## src/rtl/rqmon_pkg.sv

```systemverilog
package rqmon_pkg;

    // Byte enables per Dword
    localparam int BE_W      = 4;
    // Header occupies this many Dwords at the start of the first beat
    localparam int HDR_DW    = 4;
    // Header field positions inside the first beat
    localparam int OFF_LSB   = 2;
    localparam int PAGE_DW_W = 10;
    localparam int CNT_LSB   = 64;

    typedef struct packed {
        logic len;
        logic page;
        logic size;
        logic be;
        logic keep;
        logic stab;
        logic gap;
    } rq_err_t;

    localparam int ERR_W = $bits(rq_err_t);

    // True when the enable is non-zero and its ones form one run
    function automatic logic be_single_run(input logic [BE_W-1:0] be);
        logic [BE_W-1:0] x;
        x = be;
        if (be == '0) return 1'b0;
        for (int i = 0; i < BE_W; i++) begin
            if (x[0] == 1'b0) x = x >> 1;
        end
        return (x & (x + BE_W'(1))) == '0;
    endfunction

endpackage

```

## src/rtl/rqmon_framer.sv

```systemverilog
module rqmon_framer
    import rqmon_pkg::*;
#(
    parameter int KEEP_W = 16,
    parameter int CNT_W  = 11
) (
    input  logic              clk,
    input  logic              rst,
    input  logic              tvalid,
    input  logic              tready,
    input  logic              tlast,
    input  logic [KEEP_W-1:0] tkeep,
    input  logic [CNT_W-1:0]  hdr_cnt,
    output logic              first_beat,
    output logic              gap_evt,
    output logic              keep_evt,
    output logic              len_evt
);

    localparam int ACC_W = CNT_W + 3;
    localparam logic [ACC_W-1:0] ACC_CAP = ACC_W'(2 ** (CNT_W + 1));

    logic             in_pkt_q;
    logic [ACC_W-1:0] acc_q;
    logic [CNT_W-1:0] cnt_q;
    logic             beat;
    logic [ACC_W-1:0] kept;
    logic [ACC_W-1:0] total;
    logic [CNT_W-1:0] cnt_now;
    logic             keep_full;
    logic             keep_prefix;

    function automatic logic [ACC_W-1:0] ones(input logic [KEEP_W-1:0] k);
        logic [ACC_W-1:0] n;
        n = '0;
        for (int i = 0; i < KEEP_W; i++) n = n + ACC_W'(k[i]);
        return n;
    endfunction

    assign beat        = tvalid && tready;
    assign first_beat  = beat && !in_pkt_q;
    assign kept        = ones(tkeep);
    assign total       = (in_pkt_q ? acc_q : '0) + kept;
    assign cnt_now     = in_pkt_q ? cnt_q : hdr_cnt;
    assign keep_full   = (tkeep == '1);
    assign keep_prefix = (tkeep != '0) && ((tkeep & (tkeep + KEEP_W'(1))) == '0);

    assign gap_evt  = in_pkt_q && !tvalid;
    assign keep_evt = beat && (tlast ? !keep_prefix : !keep_full);
    assign len_evt  = beat && tlast && (total != (ACC_W'(cnt_now) + ACC_W'(HDR_DW)));

    always_ff @(posedge clk) begin
        if (rst) begin
            in_pkt_q <= 1'b0;
            acc_q    <= '0;
            cnt_q    <= '0;
        end else if (beat) begin
            in_pkt_q <= !tlast;
            acc_q    <= (total > ACC_CAP) ? ACC_CAP : total;
            if (first_beat) cnt_q <= hdr_cnt;
        end
    end

endmodule

```

## src/rtl/rqmon_hold.sv

```systemverilog
module rqmon_hold #(
    parameter int DATA_W = 512
) (
    input  logic              clk,
    input  logic              rst,
    input  logic              tvalid,
    input  logic              tready,
    input  logic              tlast,
    input  logic [DATA_W-1:0] tdata,
    output logic              stab_evt
);

    logic              held_q;
    logic              last_q;
    logic [DATA_W-1:0] data_q;

    always_ff @(posedge clk) begin
        if (rst) begin
            held_q <= 1'b0;
            last_q <= 1'b0;
            data_q <= '0;
        end else begin
            held_q <= tvalid && !tready;
            last_q <= tlast;
            data_q <= tdata;
        end
    end

    assign stab_evt = held_q && tvalid && ((tdata != data_q) || (tlast != last_q));

endmodule

```

## src/rtl/rqmon_hdr.sv

```systemverilog
module rqmon_hdr
    import rqmon_pkg::*;
#(
    parameter int CNT_W          = 11,
    parameter int MAX_PAYLOAD_DW = 128
) (
    input  logic                 first_beat,
    input  logic [PAGE_DW_W-1:0] page_off,
    input  logic [CNT_W-1:0]     dw_cnt,
    input  logic [BE_W-1:0]      fbe,
    input  logic [BE_W-1:0]      lbe,
    output logic                 be_evt,
    output logic                 size_evt,
    output logic                 page_evt
);

    localparam int SUM_W = ((CNT_W > PAGE_DW_W) ? CNT_W : PAGE_DW_W) + 1;
    localparam logic [SUM_W-1:0] PAGE_DW = SUM_W'(2 ** PAGE_DW_W);

    logic [SUM_W-1:0] end_dw;
    logic             be_bad;
    logic             one_dw;
    logic             long_pkt;

    assign end_dw   = SUM_W'(page_off) + SUM_W'(dw_cnt);
    assign one_dw   = (dw_cnt == CNT_W'(1));
    assign long_pkt = (dw_cnt > CNT_W'(2));

    always_comb begin
        if (fbe == '0) begin
            be_bad = (lbe != '0) || !one_dw;
        end else if (one_dw) begin
            be_bad = (lbe != '0);
        end else begin
            be_bad = (lbe == '0) ||
                     (long_pkt && (!be_single_run(fbe) || !be_single_run(lbe)));
        end
    end

    assign be_evt   = first_beat && be_bad;
    assign size_evt = first_beat && ((dw_cnt == '0) || (dw_cnt > CNT_W'(MAX_PAYLOAD_DW)));
    assign page_evt = first_beat && (end_dw > PAGE_DW);

endmodule

```

## src/rtl/rqmon_top.sv

```systemverilog
module rqmon_top
    import rqmon_pkg::*;
#(
    parameter int DATA_W         = 512,
    parameter int CNT_W          = 11,
    parameter int MAX_PAYLOAD_DW = 128
) (
    input  logic                     clk,
    input  logic                     rst,
    input  logic                     err_clr,
    input  logic [DATA_W-1:0]        rq_tdata,
    input  logic [DATA_W/32-1:0]     rq_tkeep,
    input  logic [2*BE_W-1:0]        rq_tuser,
    input  logic                     rq_tlast,
    input  logic                     rq_tvalid,
    input  logic                     rq_tready,
    output logic [ERR_W-1:0]         err_flags,
    output logic                     nullify
);

    localparam int KEEP_W = DATA_W / 32;

    rq_err_t          evt;
    logic [ERR_W-1:0] evt_v;
    logic [ERR_W-1:0] flags_q;
    logic             first_beat;
    logic             nulled_q;
    logic             nullify_q;
    logic             any_evt;
    logic             pkt_end;

    rqmon_framer #(
        .KEEP_W (KEEP_W),
        .CNT_W  (CNT_W)
    ) u_framer (
        .clk        (clk),
        .rst        (rst),
        .tvalid     (rq_tvalid),
        .tready     (rq_tready),
        .tlast      (rq_tlast),
        .tkeep      (rq_tkeep),
        .hdr_cnt    (rq_tdata[CNT_LSB +: CNT_W]),
        .first_beat (first_beat),
        .gap_evt    (evt.gap),
        .keep_evt   (evt.keep),
        .len_evt    (evt.len)
    );

    rqmon_hold #(
        .DATA_W (DATA_W)
    ) u_hold (
        .clk      (clk),
        .rst      (rst),
        .tvalid   (rq_tvalid),
        .tready   (rq_tready),
        .tlast    (rq_tlast),
        .tdata    (rq_tdata),
        .stab_evt (evt.stab)
    );

    rqmon_hdr #(
        .CNT_W          (CNT_W),
        .MAX_PAYLOAD_DW (MAX_PAYLOAD_DW)
    ) u_hdr (
        .first_beat (first_beat),
        .page_off   (rq_tdata[OFF_LSB +: PAGE_DW_W]),
        .dw_cnt     (rq_tdata[CNT_LSB +: CNT_W]),
        .fbe        (rq_tuser[BE_W-1:0]),
        .lbe        (rq_tuser[2*BE_W-1:BE_W]),
        .be_evt     (evt.be),
        .size_evt   (evt.size),
        .page_evt   (evt.page)
    );

    assign evt_v   = evt;
    assign any_evt = |evt_v;
    assign pkt_end = rq_tvalid && rq_tready && rq_tlast;

    always_ff @(posedge clk) begin
        if (rst) begin
            flags_q   <= '0;
            nulled_q  <= 1'b0;
            nullify_q <= 1'b0;
        end else begin
            flags_q   <= err_clr ? evt_v : (flags_q | evt_v);
            nullify_q <= any_evt && !nulled_q;
            if (pkt_end)      nulled_q <= 1'b0;
            else if (any_evt) nulled_q <= 1'b1;
        end
    end

    assign err_flags = flags_q;
    assign nullify   = nullify_q;

endmodule

```

## config.mk

```make
export PLATFORM = sky130hd
export DESIGN_NAME = rqmon_top
export DESIGN_NICKNAME = d
export VERILOG_FILES = /design/src/rtl/rqmon_pkg.sv /design/src/rtl/rqmon_framer.sv /design/src/rtl/rqmon_hold.sv /design/src/rtl/rqmon_hdr.sv /design/src/rtl/rqmon_top.sv
export SDC_FILE = /design/constraint.sdc
export NUM_CORES = 1
export LEC_CHECK = 0
export BUFFER_PORTS_ARGS = -buffer_cell sky130_fd_sc_hd__buf_4
export CORE_AREA = 2 2 214 216
export DETAILED_ROUTE_END_ITERATION = 16
export DIE_AREA = 0 0 216 218
export PLACE_DENSITY = 0.77
export SYNTH_ARGS = -nofsm -noshare
export SYNTH_HDL_FRONTEND = slang
export SYNTH_SLANG_ARGS = --single-unit
```

## constraint.sdc

```tcl
create_clock -name clk -period 13.8 [get_ports clk]
set_input_delay 1.38 -clock clk [delete_from_list [all_inputs] [get_ports clk]]
set_output_delay 1.38 -clock clk [all_outputs]
set_load 0.01 [all_outputs]
```

==> results.toml <==
[die]
die_area_mm2 = 0.0471
start_util = 0.511
die_width_um = 216
core_mm2 = 0.0449
die_h_um = 218
fp-row-count = 78
design.portCount = 550

[timing]
hold_viol_final = 0
clock.fmax_mhz = 150
skew_ns = 0.0208
rsz0062_at_grt = "no"
period_needed_ns = 6.69
finalCritPeriodShare = 0.485
slew_headroom = 0.204
finalSetupViolations = 0
tightest_slew_ns = 1.18
slew_viol_final = 0
tns_ns = 0

[critical_path]
critPathRequiredTime_ns = 14.34
r2r-end = "u_framer.acc_q[10]"
r2r-start = "u_framer.in_pkt_q"
critPathKind = "in -> reg"
critPathBufInv = 4
cp_common_cell = "fa_1"
worstSetupEndpoint = "u_framer.acc_q[10]"
start_kind = "input port"
critPathLaunch = "rq_tkeep[0]"
crit_slowest_cell = "a2111oi_4"
critPathCaptureType = "register"
cp.arrival_ns = 7.22
crit_fanout = 10
cp_slowest_stage_delay_ns = 0.68
path_delay_family = "adder cells"
r2r_cells = 18
crit_cells = 19
reg2reg_slack_ns = 7.44
path_cells = "buf_4 -> inv_1 -> ha_1 -> inv_1 -> fa_1 -> fa_1 -> fa_1 -> fa_1 -> inv_1 -> ha_1 -> fa_1 -> a21o_1 -> a31oi_2 -> or3_1 -> a21oi_2 -> or4b_1 -> o41a_1 -> a2111oi_4 -> a32o_1"

[worst_hold_path]
hp-class = "reg -> reg"

[placed_design]
place_hpwl_um = 53600
port_buffers = 549
globalplace.congestion = 0.933
placed_area_mm2 = 0.0276

[layout]
finalNetCount = 3408
drive_gt1_frac = 0.228
syn_to_final_growth_pct = 28.9
final_cell_area_mm2 = 0.0295

[yosys]
muxShareOfSynthArea = 0.00458
synth_top_family_by_area = "simple AND/OR/NAND/NOR gates"
synth_area_mm2 = 0.0229
synthAdderAreaFrac = 0.0258
synth_edf_count = 0
synth_area_per_cell_um2 = 10.0
synth_xor_area_frac = 0.184
yosysSeqAreaShare = 0.479
synthSimpleGateAreaFrac = 0.219
synth-compound-area-share = 0.0578
mappedNetlistNets = 2873
ys_warn_count = 0
syn_inst = 2291
async_flop_share = 0
ys_seq_elements = 549
synth.distinct_cells = 64
synth_top_flop_cell = "dfxtp_1"

[power]
leakagePower_nw = 12.0
p_per_area_mw_per_mm2 = 131
irDropWorstVdd_mv = 0.122

[clocking]
cts.path.max_buffers = 3
root_buffer = "clkbuf_16"
post_cts_buffers = 0
numCtsBuffers = 55
clk_pin_slew_ns = 0.06
cts.htree.levels = 2
cts_hold_buf = 0
clkLatencyLatePin_ns = 0.61
clock-sinks = 549
cts_resized = 0
tritoncts = "yes"

[detailed_routing]
totalWireLength_um = 67000
ant_nets = 0
vias = 17700
dr.pass1.iters = 5
drtIter0Drc = 888
wl_per_cell_um = 19.2
viasPerCell = 5.08
route.detailed.drc = 0

[status]
outcome = "complete, no violations"

[grt]
grt_usage = 0.277
antenna_found_initial = 18
grt_pass1_vias = 18400
grt_max_degree = 157
grt_pass1_wl_um = 101000
grt-ovfl-total = 0

[run]
maxCapViolCount = 0
per-layer routing:
layer  vias to the layer above  part of all wire  global-route usage
met5                         -           0.00084                   0
met4                         8             0.039               0.122
met3                       149             0.073              0.0823
met2                       531              0.50               0.493
met1                      8382              0.39               0.306
li1                       8645                 -                   -
flip-flops by register name, summed over array words and instances (netlist names):
signal and cells:
u_hold.last_q 1, err_flags 7, nulled_q 1, u_framer.acc_q 14
u_framer.in_pkt_q 1, nullify 1, u_framer.cnt_q 11, u_hold.data_q 512
u_hold.held_q 1
per-stage QoR:
step           worst slack (ns)  std cells  total power, mW  hold WS [ns]  utilization
3_5_place_dp               6.54       3369             2.32         0.459        0.614
3_3_place_gp               6.53       3369             2.30         0.448        0.614
6_report                   7.11       3487             3.86         0.463        0.658
4_1_cts                    7.17       3471             3.89         0.468        0.657
5_1_grt                    6.95       3481             4.03         0.498        0.658
2_1_floorplan              7.17       2291             2.08         0.436            -
worst register-to-register path: cells and delay by family (launching register included):
| family | cells | cell delay, ns |
|---|---|---|
| compound gates | 6 | 1.99 |
| fa+ha+maj | 6 | 2.53 |
| buf+inv | 3 | 0.49 |
| simple gates | 3 | 1.00 |
| flops | 1 | 0.31 |
final cells by class:
cell class                      instances  area, µm²
Clock inverter                         15        225
Tap cell                              600        751
Sequential cell                       549      11000
Clock buffer                           87       1720
Antenna cell                           16       40.0
Inverter                              101        379
Timing Repair Buffer                  555       4170
Fill cell                            3662      15400
Multi-Input combinational cell       1564      11300
placed cells by master (no fill, tap or decap), types with 21 or more instances in the layout:
cell / n
nor4_1: 65
inv_1: 101
xor2_1: 100
buf_4: 554
a21oi_1: 42
xnor2_1: 379
nand3_1: 21
dfxtp_1: 549
o22ai_1: 24
clkbuf_16: 57
nor2_1: 58
nand4_1: 115
nand2_1: 56
ha_1: 28
nor2b_1: 489
synthesized netlist by cell type (7+ instances only):
master / n / area (µm²)
a2111oi_0: 8 / 70.1
a21o_1: 9 / 67.6
a21oi_1: 42 / 210
a22o_1: 16 / 140
and2_1: 10 / 62.6
clkbuf_1: 70 / 263
dfxtp_1: 549 / 11000
fa_1: 12 / 240
ha_1: 28 / 350
inv_1: 101 / 379
nand2_1: 56 / 210
nand2b_1: 12 / 75.1
nand3_1: 21 / 105
nand4_1: 115 / 719
nor2_1: 58 / 218
nor2b_1: 489 / 3060
nor4_1: 65 / 407
o211ai_1: 7 / 52.6
o21ai_0: 14 / 70.1
o22ai_1: 24 / 150
o2bb2ai_1: 11 / 96.3
xnor2_1: 379 / 3320
xor2_1: 100 / 876
cell families after synthesis:
kind of cell	Yosys count
AO/OA/AOI/OAI	183
XOR/XNOR	480
adder cells (fa/ha/maj)	40
buffers and inverters	178
flip-flops	549
multiplexers	10
AND/OR/NAND/NOR	851
worst min path at each step:
stage / from / endpoint / cells after the start
floorplan: u_framer.cnt_q[0] / u_framer.cnt_q[0] / 2
global placement: err_flags[5] / err_flags[5] / 2
detailed placement: u_framer.acc_q[5] / u_framer.acc_q[5] / 1
CTS: u_framer.cnt_q[1] / u_framer.cnt_q[1] / 2
global route: err_flags[1] / err_flags[1] / 2
finish: err_flags[5] / err_flags[5] / 2
power by group:
group / switching, mW / internal (mW) / total [mW]
clock: 0.632 / 0.948 / 1.58
combinational: 0.263 / 0.307 / 0.570
sequential: 0.0409 / 1.67 / 1.71
Power figures use the tool's default switching activity.
